`src/rtl/pwrseq_pkg.sv`:
```
package pwrseq_pkg;
  localparam int NRAIL = 5;
  localparam int NRAMP = 4;

  typedef enum logic [2:0] {
    ST_OFF,
    ST_HOLD,
    ST_MEM,
    ST_CHIP,
    ST_TERM,
    ST_RUN,
    ST_SLEEP
  } seq_state_t;
endpackage

```
`src/rtl/pwrseq_sync.sv`:
```
module pwrseq_sync #(
  parameter int W = 4
) (
  input  logic         clk,
  input  logic         rst_n,
  input  logic [W-1:0] d,
  output logic [W-1:0] q
);
  for (genvar i = 0; i < W; i++) begin : g_bit
    logic s1, s2;
    always_ff @(posedge clk or negedge rst_n) begin
      if (!rst_n) begin
        s1 <= 1'b0;
        s2 <= 1'b0;
      end else begin
        s1 <= d[i];
        s2 <= s1;
      end
    end
    assign q[i] = s2;
  end
endmodule

```
`src/rtl/pwrseq_qual.sv`:
```
module pwrseq_qual #(
  parameter int N          = 5,
  parameter int STABLE_CYC = 4
) (
  input  logic         clk,
  input  logic         rst_n,
  input  logic [N-1:0] raw,
  output logic [N-1:0] ok
);
  localparam int QW = $clog2(STABLE_CYC + 1);
  localparam logic [QW-1:0] QMAX = QW'(STABLE_CYC);

  for (genvar i = 0; i < N; i++) begin : g_rail
    logic [QW-1:0] run;
    always_ff @(posedge clk or negedge rst_n) begin
      if (!rst_n)            run <= '0;
      else if (!raw[i])      run <= '0;
      else if (run != QMAX)  run <= run + 1'b1;
    end
    assign ok[i] = (run == QMAX);
  end
endmodule

```
`src/rtl/pwr_rail_seq.sv`:
```
module pwr_rail_seq
  import pwrseq_pkg::*;
#(
  parameter int SS_CYC     = 2050000,
  parameter int STABLE_CYC = 250,
  parameter int TMO_CYC    = 8200000
) (
  input  logic       clk,
  input  logic       rst_n,
  input  logic       sby_ok,
  input  logic       p12_ok,
  input  logic       slp3_n,
  input  logic       slp5_n,
  input  logic [4:0] rail_good,
  output logic       amp_hold,
  output logic [4:0] rail_en,
  output logic [3:0] ramp_req,
  output logic       ref_short,
  output logic       pgood,
  output logic       fault
);
  localparam int HOLD_CYC = 3 * SS_CYC;
  localparam int CNT_MAX  = (HOLD_CYC > TMO_CYC) ? HOLD_CYC : TMO_CYC;
  localparam int CW       = $clog2(CNT_MAX + 1);
  localparam logic [CW-1:0] C_HOLD_END = CW'(HOLD_CYC - 1);
  localparam logic [CW-1:0] C_TMO_END  = CW'(TMO_CYC - 1);
  localparam logic [CW-1:0] C_SS       = CW'(SS_CYC);
  localparam logic [CW-1:0] C_MAX      = CW'(CNT_MAX);

  logic [3:0]       sync_q;
  logic             sby_s, p12_s, slp3_s, slp5_s;
  logic [NRAIL-1:0] good_q;

  pwrseq_sync #(.W(4)) u_sync (
    .clk  (clk),
    .rst_n(rst_n),
    .d    ({slp5_n, slp3_n, p12_ok, sby_ok}),
    .q    (sync_q)
  );
  assign {slp5_s, slp3_s, p12_s, sby_s} = sync_q;

  pwrseq_qual #(.N(NRAIL), .STABLE_CYC(STABLE_CYC)) u_qual (
    .clk  (clk),
    .rst_n(rst_n),
    .raw  (rail_good),
    .ok   (good_q)
  );

  seq_state_t    st, nxt;
  logic [CW-1:0] cnt;
  logic          fault_r;
  logic          ramping;

  assign ramping = (st == ST_MEM) || (st == ST_CHIP) || (st == ST_TERM);

  always_comb begin
    nxt = st;
    unique case (st)
      ST_OFF:   if (slp3_s) nxt = ST_HOLD;
      ST_HOLD:  if (cnt == C_HOLD_END) nxt = ST_MEM;
      ST_MEM:   if (!fault_r && good_q[0]) nxt = ST_CHIP;
      ST_CHIP:  if (!fault_r && good_q[1]) nxt = ST_TERM;
      ST_TERM:  if (!fault_r && good_q[2] && good_q[3]) nxt = ST_RUN;
      ST_RUN:   nxt = ST_RUN;
      ST_SLEEP: if (slp3_s) nxt = good_q[0] ? ST_CHIP : ST_MEM;
      default:  nxt = ST_OFF;
    endcase
    if (!(sby_s && p12_s && slp5_s)) begin
      nxt = ST_OFF;
    end else if (!slp3_s) begin
      if (st == ST_HOLD) nxt = ST_OFF;
      else if (st != ST_OFF) nxt = ST_SLEEP;
    end
  end

  always_ff @(posedge clk or negedge rst_n) begin
    if (!rst_n) begin
      st      <= ST_OFF;
      cnt     <= '0;
      fault_r <= 1'b0;
    end else begin
      st <= nxt;
      if (nxt != st)        cnt <= '0;
      else if (cnt != C_MAX) cnt <= cnt + 1'b1;
      if (nxt == ST_OFF)
        fault_r <= 1'b0;
      else if (ramping && nxt == st && cnt == C_TMO_END)
        fault_r <= 1'b1;
    end
  end

  always_comb begin
    rail_en  = 5'b00000;
    ramp_req = 4'b0000;
    unique case (st)
      ST_MEM:   begin rail_en = 5'b00001; ramp_req[0]   = (cnt < C_SS); end
      ST_CHIP:  begin rail_en = 5'b00011; ramp_req[1]   = (cnt < C_SS); end
      ST_TERM:  begin rail_en = 5'b01111; ramp_req[3:2] = {2{cnt < C_SS}}; end
      ST_RUN:   rail_en = 5'b11111;
      ST_SLEEP: rail_en = 5'b00001;
      default:  rail_en = 5'b00000;
    endcase
  end

  assign amp_hold  = (st == ST_HOLD);
  assign ref_short = (st != ST_RUN);
  assign pgood     = (st == ST_RUN) && good_q[2];
  assign fault     = fault_r;
endmodule

```
`config.mk`:
```
export PLATFORM = sky130hd
export DESIGN_NAME = pwr_rail_seq
export DESIGN_NICKNAME = d
export VERILOG_FILES = /design/src/rtl/pwrseq_pkg.sv /design/src/rtl/pwrseq_sync.sv /design/src/rtl/pwrseq_qual.sv /design/src/rtl/pwr_rail_seq.sv
export SDC_FILE = /design/constraint.sdc
export NUM_CORES = 1
export LEC_CHECK = 0
export BUFFER_PORTS_ARGS = -buffer_cell sky130_fd_sc_hd__buf_2
export CAP_MARGIN = 20
export CORE_ASPECT_RATIO = 1.1
export CORE_MARGIN = 3
export CORE_UTILIZATION = 40
export CTS_BUF_LIST = sky130_fd_sc_hd__clkbuf_4
export CTS_CLUSTER_SIZE = 10
export DETAILED_ROUTE_END_ITERATION = 10
export GPL_TIMING_DRIVEN = 0
export HOLD_SLACK_MARGIN = 0.12
export SLEW_MARGIN = 40
export SYNTH_ARGS = -nofsm -noshare
export SYNTH_HDL_FRONTEND = slang
export SYNTH_SLANG_ARGS = --single-unit
```
`constraint.sdc`:
```
create_clock -name clk -period 2.9 [get_ports clk]
set_input_delay 0.58 -clock clk [delete_from_list [all_inputs] [get_ports clk]]
set_output_delay 0.58 -clock clk [all_outputs]
set_load 0.01 [all_outputs]
```
# [Word level (Yosys, flattened, before mapping)]
# Index checks and enable logic that the tools add are counted.
[totals] elab_cells=91 reg_bits=67 output_inout_bits=13 inputBits=11
[op_classes] n_eq_ne=24 n_addsub=5 reduce_logical=18 mux=28 order_cmp=1
[op_table] op="8-bit 2-to-1 mux" count=8
[op_table] op="23-bit equality test (second input constant)" count=2
[op_table] op="23-bit 2-to-1 mux" count=2
[op_table] op="8-bit by 1-bit adder with 8-bit output (second input constant)" count=4
[op_table] op="8-bit equality test (second input constant)" count=4
[op_table] op="8-bit inequality test (second input constant)" count=4
[op_table] op="3-bit 2-to-1 mux" count=10
[op_table] op="23-bit by 1-bit adder with 23-bit output (second input constant)" count=1
[op_table] op="23-bit by 21-bit < comparator with 1-bit output (second input constant)" count=1
[op_table] op="23-bit inequality test (second input constant)" count=1
[op_table] op="3-bit case mux with 7 select lines" count=1
[op_table] op="5-bit case mux with 4 select lines" count=1
[op_table] op="3-bit equality test (second input constant)" count=3
[op_table] op="1-bit logical AND" count=9
[op_table] op="2-bit by 1-bit inequality test with 1-bit output (second input constant)" count=4
[op_table] op="3-bit by 2-bit equality test with 1-bit output (second input constant)" count=2
[op_table] op="3-bit logical NOT" count=2
[op_table] op="1-bit 2-to-1 mux" count=5
[op_table] op="2-bit nonzero test" count=2
[op_table] op="3-bit by 1-bit equality test with 1-bit output (second input constant)" count=1
[op_table] op="3-bit equality test" count=1
[op_table] op="3-bit inequality test" count=1
[op_table] op="3-bit inequality test (second input constant)" count=1
[op_table] op="3-bit nonzero test" count=1
[op_table] op="4 further kinds" count=5

# [Longest topological paths before layout]
# Gate-level depths: netlist of run 1.
[logic_depth] word_depth=14 ltp_mapped=10 mapped_depth_nobuf=8

# [By module]
# From an unflattened synthesis of run 1, not the netlist that was laid out.
[hier_totals] hier_cells=420 hier_area_um2=4107.7
[by_module_without_submodules] module="pwrseq_qual" instances=1 seq_area_each_um2=1001.0 area_per_inst_um2=2079.5 cells_each=207
[by_module_without_submodules] module="pwr_rail_seq" instances=1 seq_area_each_um2=675.6 area_per_inst_um2=1798.0 cells_each=201
[by_module_without_submodules] module="pwrseq_sync" instances=1 seq_area_each_um2=200.2 area_per_inst_um2=230.2 cells_each=12

# [Worst setup path after synthesis of run 1]
# OpenSTA, ideal clock, no wires.
[synth_path] kind="register to output" from="register cnt[8]" to="output port ramp_req[3]" arrival_time_ns=1.908 t_required_ns=2.320 n_path_buf=1 path_stages_with_launch=8 slack_ns=0.412 cell_sequence="dfrtp_1 -> and2_2 -> and3_1 -> a2111o_1 -> a21oi_1 -> o21ai_0 -> nor3_1 -> buf_4"
[synth_between] elab_chain_len=2
[synth_rtl] item="from (decl)" line="pwr_rail_seq.sv:50" rtl="logic [CW-1:0] cnt;"
[synth_rtl] item="from (signal assigned)" line="pwr_rail_seq.sv:84" rtl="else if (cnt != C_MAX) cnt <= cnt + 1'b1;"
[synth_rtl] item="23-bit by 21-bit < comparator with 1-bit output" line="pwr_rail_seq.sv:98" rtl="ST_TERM: begin rail_en = 5'b01111; ramp_req[3:2] = {2{cnt < C_SS}}; end"
[synth_rtl] item="2-bit 2-to-1 mux" line="pwr_rail_seq.sv:95" rtl="unique case (st)"
[synth_rtl] item="to (decl)" line="pwr_rail_seq.sv:17" rtl="output logic [3:0] ramp_req,"
# No other way between the ends.

# [Worst setup path after layout of run 1]
[layout_path] from="register cnt[8]" to="output port ramp_req[0]"
[layout_between] elab_chain_len=2
[layout_rtl] item="23-bit by 21-bit < comparator with 1-bit output" line="pwr_rail_seq.sv:96" rtl="ST_MEM: begin rail_en = 5'b00001; ramp_req[0] = (cnt < C_SS); end"
[layout_rtl] item="1-bit 2-to-1 mux" line="pwr_rail_seq.sv:95"
# No other way between the ends.

==> results of run 1 <==
-- synth_stat cells, drive strengths merged, types with 3 or more instances --
master | instances | area, µm²
a21boi | 8 | 60.06
a21oi | 3 | 15.01
and2 | 25 | 157.6
and3 | 15 | 93.84
buf | 8 | 66.31
clkbuf | 6 | 23.77
dfrtp | 67 | 1677
ha | 10 | 125.1
inv | 10 | 37.54
nand2 | 50 | 187.7
nand2b | 3 | 18.77
nand3 | 22 | 110.1
nand4 | 14 | 87.58
nor2 | 32 | 122.6
nor2b | 4 | 25.02
nor3 | 13 | 70.07
nor3b | 3 | 22.52
nor4 | 3 | 33.78
o211a | 3 | 30.03
o21ai | 14 | 70.06
or3 | 9 | 56.30
or4 | 3 | 22.52
xnor2 | 32 | 287.8
xor2 | 8 | 70.07
-- registers in the layout (all words and copies together) (netlist names) --
| name | flops |
|---|---|
| fault | 1 |
| u_qual.g_rail.run | 32 |
| cnt | 23 |
| u_sync.g_bit.s2 | 4 |
| st | 3 |
| u_sync.g_bit.s1 | 4 |
-- power by group --
group | total (mW) | internal [mW] | leakage (nW) | switching [mW]
combinational | 0.197 | 0.0943 | 0.972 | 0.102
clock | 0.695 | 0.346 | 0.0796 | 0.349
sequential | 1.04 | 0.981 | 0.899 | 0.0568
total | 1.93 | 1.42 | 1.95 | 0.508
-- worst paths after layout --
path                                         startpoint                             endpoint
min in group asynchronous                         rst_n  u_qual.g_rail[0].run[5]$_DFFE_PN0P_
min reg2reg                u_sync.g_bit[1].s1$_DFF_PN0_         u_sync.g_bit[1].s2$_DFF_PN0_
max reg2reg                          cnt[5]$_DFFE_PN0P_                  cnt[20]$_DFFE_PN0P_
min                                              slp3_n         u_sync.g_bit[2].s1$_DFF_PN0_
max                                  cnt[8]$_DFFE_PN0P_                          ramp_req[0]
max in group asynchronous                         rst_n                  cnt[15]$_DFFE_PN0P_
-- final cells by class --
class / instances / area, µm²
fill: 911 / 4765
multi-input combinational: 303 / 1978
sequential: 67 / 1678
timing repair buffer: 27 / 168.9
tap: 114 / 142.6
clock inverter: 7 / 92.59
buffer: 12 / 78.83
clock buffer: 9 / 67.56
inverter: 10 / 37.54
-- worst reg2reg max path, cell delays in order (launching register included) --
cell and delay (ns):
dfrtp_1 0.47, nand2_1 0.20, or4_1 0.50, o21ai_0 0.40
a41oi_4 0.24, xnor2_2 0.36, buf_6 0.20, nor2_1 0.06
-- per-stage QoR --
stage | setup slack (ns) | total power, mW | setup TNS [ns] | cell area [µm²] | hold slack (ns)
after floorplan | 0.4124 | 1.182 | 0 | 3747 | 0.2844
after global placement | 0.2160 | 1.242 | 0 | 4000 | 0.3348
after detailed placement | 0.2186 | 1.258 | 0 | 4031 | 0.3386
after CTS | 0.01799 | 1.967 | 0 | 4229 | 0.2500
after global routing | -0.06425 | 2.048 | -0.06425 | 4244 | 0.2226
final | 0.05212 | 1.930 | 0 | 4244 | 0.2734
-- logic make-up (layout without fill, tap and decap cells) --
kind of cell / after synthesis / in the layout / synth area share, %
AND/OR/NAND/NOR: 208 / 208 / 29.65
AO/OA/AOI/OAI: 41 / 41 / 8.180
multiplexers: 4 / 4 / 1.135
flip-flops: 67 / 67 / 44.74
XOR/XNOR: 40 / 40 / 9.549
buffers and inverters: 24 / 65 / 3.406
adder cells (fa/ha/maj): 10 / 10 / 3.339
-- placed cells by master, fill, tap and decap left out, types with 9 or more instances in the layout --
cell | synthesis | routed
buf_2 | 2 | 23
inv_1 | 10 | 10
o21ai_0 | 13 | 12
nand4_1 | 14 | 14
dfrtp_1 | 67 | 66
and2_1 | 24 | 24
xnor2_1 | 31 | 31
nor3_1 | 12 | 10
or3_1 | 9 | 9
clkbuf_4 | 0 | 9
ha_1 | 10 | 10
and3_1 | 15 | 14
nand2_1 | 50 | 50
nor2_1 | 31 | 31
nand3_1 | 22 | 22
-- routing by layer --
metal | vias up | share of wire (%) | track usage (%)
li1 | 1429 | - | -
met5 | - | 0 | 0
met4 | 0 | 1.5 | 3.707
met1 | 1380 | 46 | 20.27
met3 | 11 | 3.1 | 4.277
met2 | 46 | 49 | 27.29
-- what timing repair did --
action                     in CTS  in global routing
pin swaps                       5                  5
hold endpoints to repair       27                  0
setup buffers                   2                  1
hold buffers                    1                  0
gates cloned                    0                  0
setup endpoints to repair       4                  4
gates resized for setup         7                  1
==> qor.yml, run 1 <==
critical_path:
  critPathSlowestCell: "dfrtp_1"
  reg2reg_depth: 7
  crit_chain: "and2_4 > and3_4 > a2111o_1 > a21oi_2 > o21ai_2 > nor3b_2 > buf_2"
  cpPeakStageDelay_ns: 0.41
  crit_buf_inv: 1
  rrSetupSlack_ns: 0.37
  path_class: "reg2out"
  crit_family: "compound AO/OA/AOI/OAI gates"
  critical_path_cell_count: 7
  critPathRequiredTime_ns: 2.32
  endpoint_kind: "output pin"
  path_max_fanout: 4
  worst_setup_path_start_kind: "flip-flop"
  worstPathArrival_ns: 2.27
grt:
  antenna_found_initial: 0
  grt_pass1_wl_mm: 13.70
  grt-ovfl-total: 0
  first_global_vias: 2890
  track_usage_pct: 15.99
  grt_max_degree: 41
final_layout:
  post_route_cells_drive_above_1_share_pct: 16.32
  areaGrowthSynthToFinish_pct: 13.26
  layout.nets: 451
  fin_util_pct: 47.11
  final_cells: 549
  n_antenna_cell: 0
power_and_ir_drop:
  peakVddDrop_v: 0.0003131
  powerDensity_nw_per_um2: 454.7
  power.leakage_nw: 1.950
synth:
  syn-num-nets: 415
  synth_area_um2: 3747
  synth.distinct_cells: 58
  ys_ff_latch: 67
  netlist_instances: 394
  synth_edf_count: 0
  ys_seq_area_share_pct: 44.74
  syn_avg_cell_area_um2: 9.511
  synthArstFlopShare_pct: 100.0
  synthFlopType: "dfrtp_1"
  yosysWarnings: 0
route:
  vias: 2866
  wl_per_cell_um: 14.16
  drc: 0
  drt_pass1_iterations: 5
  avgViaCountPerCell: 5.220
  drt-initial-drc-count: 156
  postRouteAntennaNets: 0
  finalWirelength_mm: 7.774
cts:
  clock-sinks: 67
  cts-root-buf: "clkbuf_4"
  cts_buffers: 9
  clockBufferDepth: 2
  insertion_delay_ns: 0.41
  clk_pin_slew_worst_paths_ns: 0.12
  h-tree-depth: 3
  cts_tree: "done"
flow_run:
  cap_violations: 0
sta:
  finalSetupViolCount: 0
  fin_crit_ns: 2.848
  tightest_slew_ns: 0.6165
  max_freq_ghz: 0.3511
  max-slew-margin-rel_pct: 58.59
  rsz0062_at_grt: "true"
  period_share_pct: 98.20
  hold_violations: 0
  slew_viol_final: 0
  fin_skew_ns: 0.02029
floorplanning:
  die_y_um: 107.5
  dieArea_um2: 10570
  fp.dieW_um: 98.29
  start_util_pct: 41.60
  coreArea_um2: 9009
  ioPinCount: 24
  rows: 36
min_path:
  whs_path_depth: 1
  hold_class: "in2reg"
placed_design:
  dp.cells: 531
  globalplace.congestion: 0.7977
  place.port_buffers: 22
  hpwl_mm: 5.569
outcome:
  outcome: "completed"
Note: power is estimated with default switching activity, not from simulation.
==> inputs of run 2 (changes only) <==
MAX_ROUTING_LAYER = met4   (was default)
==> qor.yml, run 2 (same netlist as run 1, synthesis figures left out) <==
route:
  finalWirelength_mm: 7.772  # about the same
  drt-initial-drc-count: 168  # +7.7%
  drc: 0  # unchanged
  drt_pass1_iterations: 4  # -1
  avgViaCountPerCell: 5.232  # +0.22%
  wl_per_cell_um: 14.18  # +0.16%
  postRouteAntennaNets: 0  # unchanged
  vias: 2867  # +0.035%
critical_path:
  crit_family: "compound AO/OA/AOI/OAI gates"
  worstSetupStartpoint: "cnt[7]$_DFFE_PN0P_"
  worst_setup_path_start_kind: "flip-flop"
  endpoint_kind: "output pin"
  critPathSlowestCell: "dfrtp_1"
  reg2reg_to: "cnt[20]$_DFFE_PN0P_"
  cpPeakStageDelay_ns: 0.41  # about the same
  cp-endpoint: "ramp_req[0]"
  reg2reg_depth: 8  # +1
  path_max_fanout: 4  # unchanged
  crit_chain: "and2_4 > and3_4 > a2111o_1 > a21oi_2 > o21ai_2 > nor3b_2 > buf_2"
  critical_path_cell_count: 7  # unchanged
  worstPathArrival_ns: 2.26  # about the same
  rrSetupSlack_ns: 0.37  # about the same
  crit_buf_inv: 1  # unchanged
  path_class: "reg2out"
  critPathRequiredTime_ns: 2.32  # about the same
  r2r-start: "cnt[7]$_DFFE_PN0P_"
final_layout:
  areaGrowthSynthToFinish_pct: 13.06
  n_antenna_cell: 0  # unchanged
  nFillCells: 910  # -0.11%
  layout.nets: 450  # -0.22%
  final_common_cell: "dfrtp_1"
  register_area_um2: 1678  # unchanged
  fin_util_pct: 47.03  # -0.083 points
  largest_register_ffs: 32  # unchanged
  largestRegisters: "u_qual.g_rail.run (32), cnt (23)"
  final_cell_mix: "dfrtp_1, nand2_1, nor2_1, xnor2_1, and2_1"
  stdcell_area_um2: 4237  # -0.18%
  multi_input_area_um2: 1978  # unchanged
  post_route_cells_drive_above_1_share_pct: 16.13  # -0.19 points
  top_register: "u_qual.g_rail.run"
power_and_ir_drop:
  powerDensity_nw_per_um2: 455.2  # +0.11%
  peakVddDrop_v: 0.0003126  # -0.13%
  power.leakage_nw: 1.945  # -0.28%
sta:
  fin_crit_ns: 2.845  # -0.003004 ns
  slew_viol_final: 0  # unchanged
  max-slew-margin-rel_pct: 58.50  # -0.089 points
  hold_slack_ns: 0.2755  # +0.002036 ns
  fin_skew_ns: 0.01951  # -0.0007853 ns
  finalSetupViolCount: 0  # unchanged
  max_freq_ghz: 0.3515  # +0.11%
  rsz0062_at_grt: "true"
  period_share_pct: 98.10  # -0.10 points
  hold_violations: 0  # unchanged
  tightest_slew_ns: 0.6178  # +0.001320 ns
flow_run:
  cap_violations: 0  # unchanged
floorplanning:
  coreArea_um2: 9009  # unchanged
  dieArea_um2: 10570  # unchanged
  die_y_um: 107.5  # unchanged
  fp.dieW_um: 98.29  # unchanged
  rows: 36  # unchanged
  start_util_pct: 41.60  # unchanged
  ioPinCount: 24  # unchanged
grt:
  first_global_vias: 2883  # -0.24%
  track_usage_pct: 16.47  # +0.48 points
  grt_max_degree: 41  # unchanged
  antenna_found_initial: 0  # unchanged
  grt_pass1_wl_mm: 13.73  # +0.26%
  grt-ovfl-total: 0  # unchanged
placed_design:
  place_area_um2: 4031  # unchanged
  hpwl_mm: 5.569  # unchanged
  globalplace.congestion: 0.8091  # +1.4%
  place.port_buffers: 22  # unchanged
cts:
  cts_buffers: 9  # unchanged
  cts-root-buf: "clkbuf_4"
  clk_pin_slew_worst_paths_ns: 0.12  # about the same
  clock-sinks: 67  # unchanged
  clockBufferDepth: 2  # unchanged
  insertion_delay_ns: 0.41  # about the same
  cts_tree: "done"
  h-tree-depth: 3  # unchanged
min_path:
  hold_class: "in2reg"
outcome:
  outcome: "completed"
-- run 2: changes by cell type in the layout (fill, tap and decap cells not counted), sizes merged --
cell / before / now
buf: 33 / 32
-- run 2: layer usage --
layer  GRT usage (%)  up-vias  routed length [µm]
li1                -     1426                   -
met1           20.44     1389                3572
met2           27.25       41                3844
met3           4.277       11                 236
met4           3.707        0                 118
met5               -        -                   0
-- run 2: how the worst min path moves through the flow --
stage                                         to                          from  cells past startpoint  slack, ns
global route        u_sync.g_bit[2].s1$_DFF_PN0_                        slp3_n                      1       0.22
floorplan                     cnt[0]$_DFFE_PN0P_                         rst_n                      0       0.28
global placement    u_sync.g_bit[3].s2$_DFF_PN0_  u_sync.g_bit[3].s1$_DFF_PN0_                      0       0.33
finish              u_sync.g_bit[2].s1$_DFF_PN0_                        slp3_n                      1       0.28
CTS                 u_sync.g_bit[2].s1$_DFF_PN0_                        slp3_n                      1       0.25
detailed placement  u_sync.g_bit[2].s2$_DFF_PN0_  u_sync.g_bit[2].s1$_DFF_PN0_                      0       0.34
-- run 2: final cells by class --
cell class                      count  area share [%]
Buffer                             12           1.861
Inverter                           10          0.8860
Timing Repair Buffer               26           3.810
Sequential cell                    67           39.60
Clock inverter                      7           2.185
Clock buffer                        9           1.595
Multi-Input combinational cell    303           46.69
Tap cell                          114           3.367
-- run 2: metrics by stage --
stage | power, mW | setup WS, ns | cells | TNS, ns
2_1_floorplan | 1.182 | 0.4124 | 394 | 0
3_3_place_gp | 1.242 | 0.2160 | 530 | 0
3_5_place_dp | 1.258 | 0.2186 | 531 | 0
4_1_cts | 1.967 | 0.01799 | 548 | 0
5_1_grt | 2.048 | -0.07635 | 548 | -0.07635
6_report | 1.929 | 0.05512 | 548 | 0
-- run 2: power by group --
part / total (mW) / internal (mW) / switching, mW
clock network: 0.694 / 0.346 / 0.348
registers: 1.04 / 0.981 / 0.0565
logic: 0.197 / 0.0943 / 0.102
total: 1.93 / 1.42 / 0.507
-- run 2: timing repair --
action                                 in CTS  in global routing
cloned                                      0                  0
setup endpoints to repair                   4                  4
endpoints found under the hold margin      27                  0
setup buffers                               2                  0
pin swaps                                   5                  6
resized for setup                           7                  1
hold buffers                                1                  0
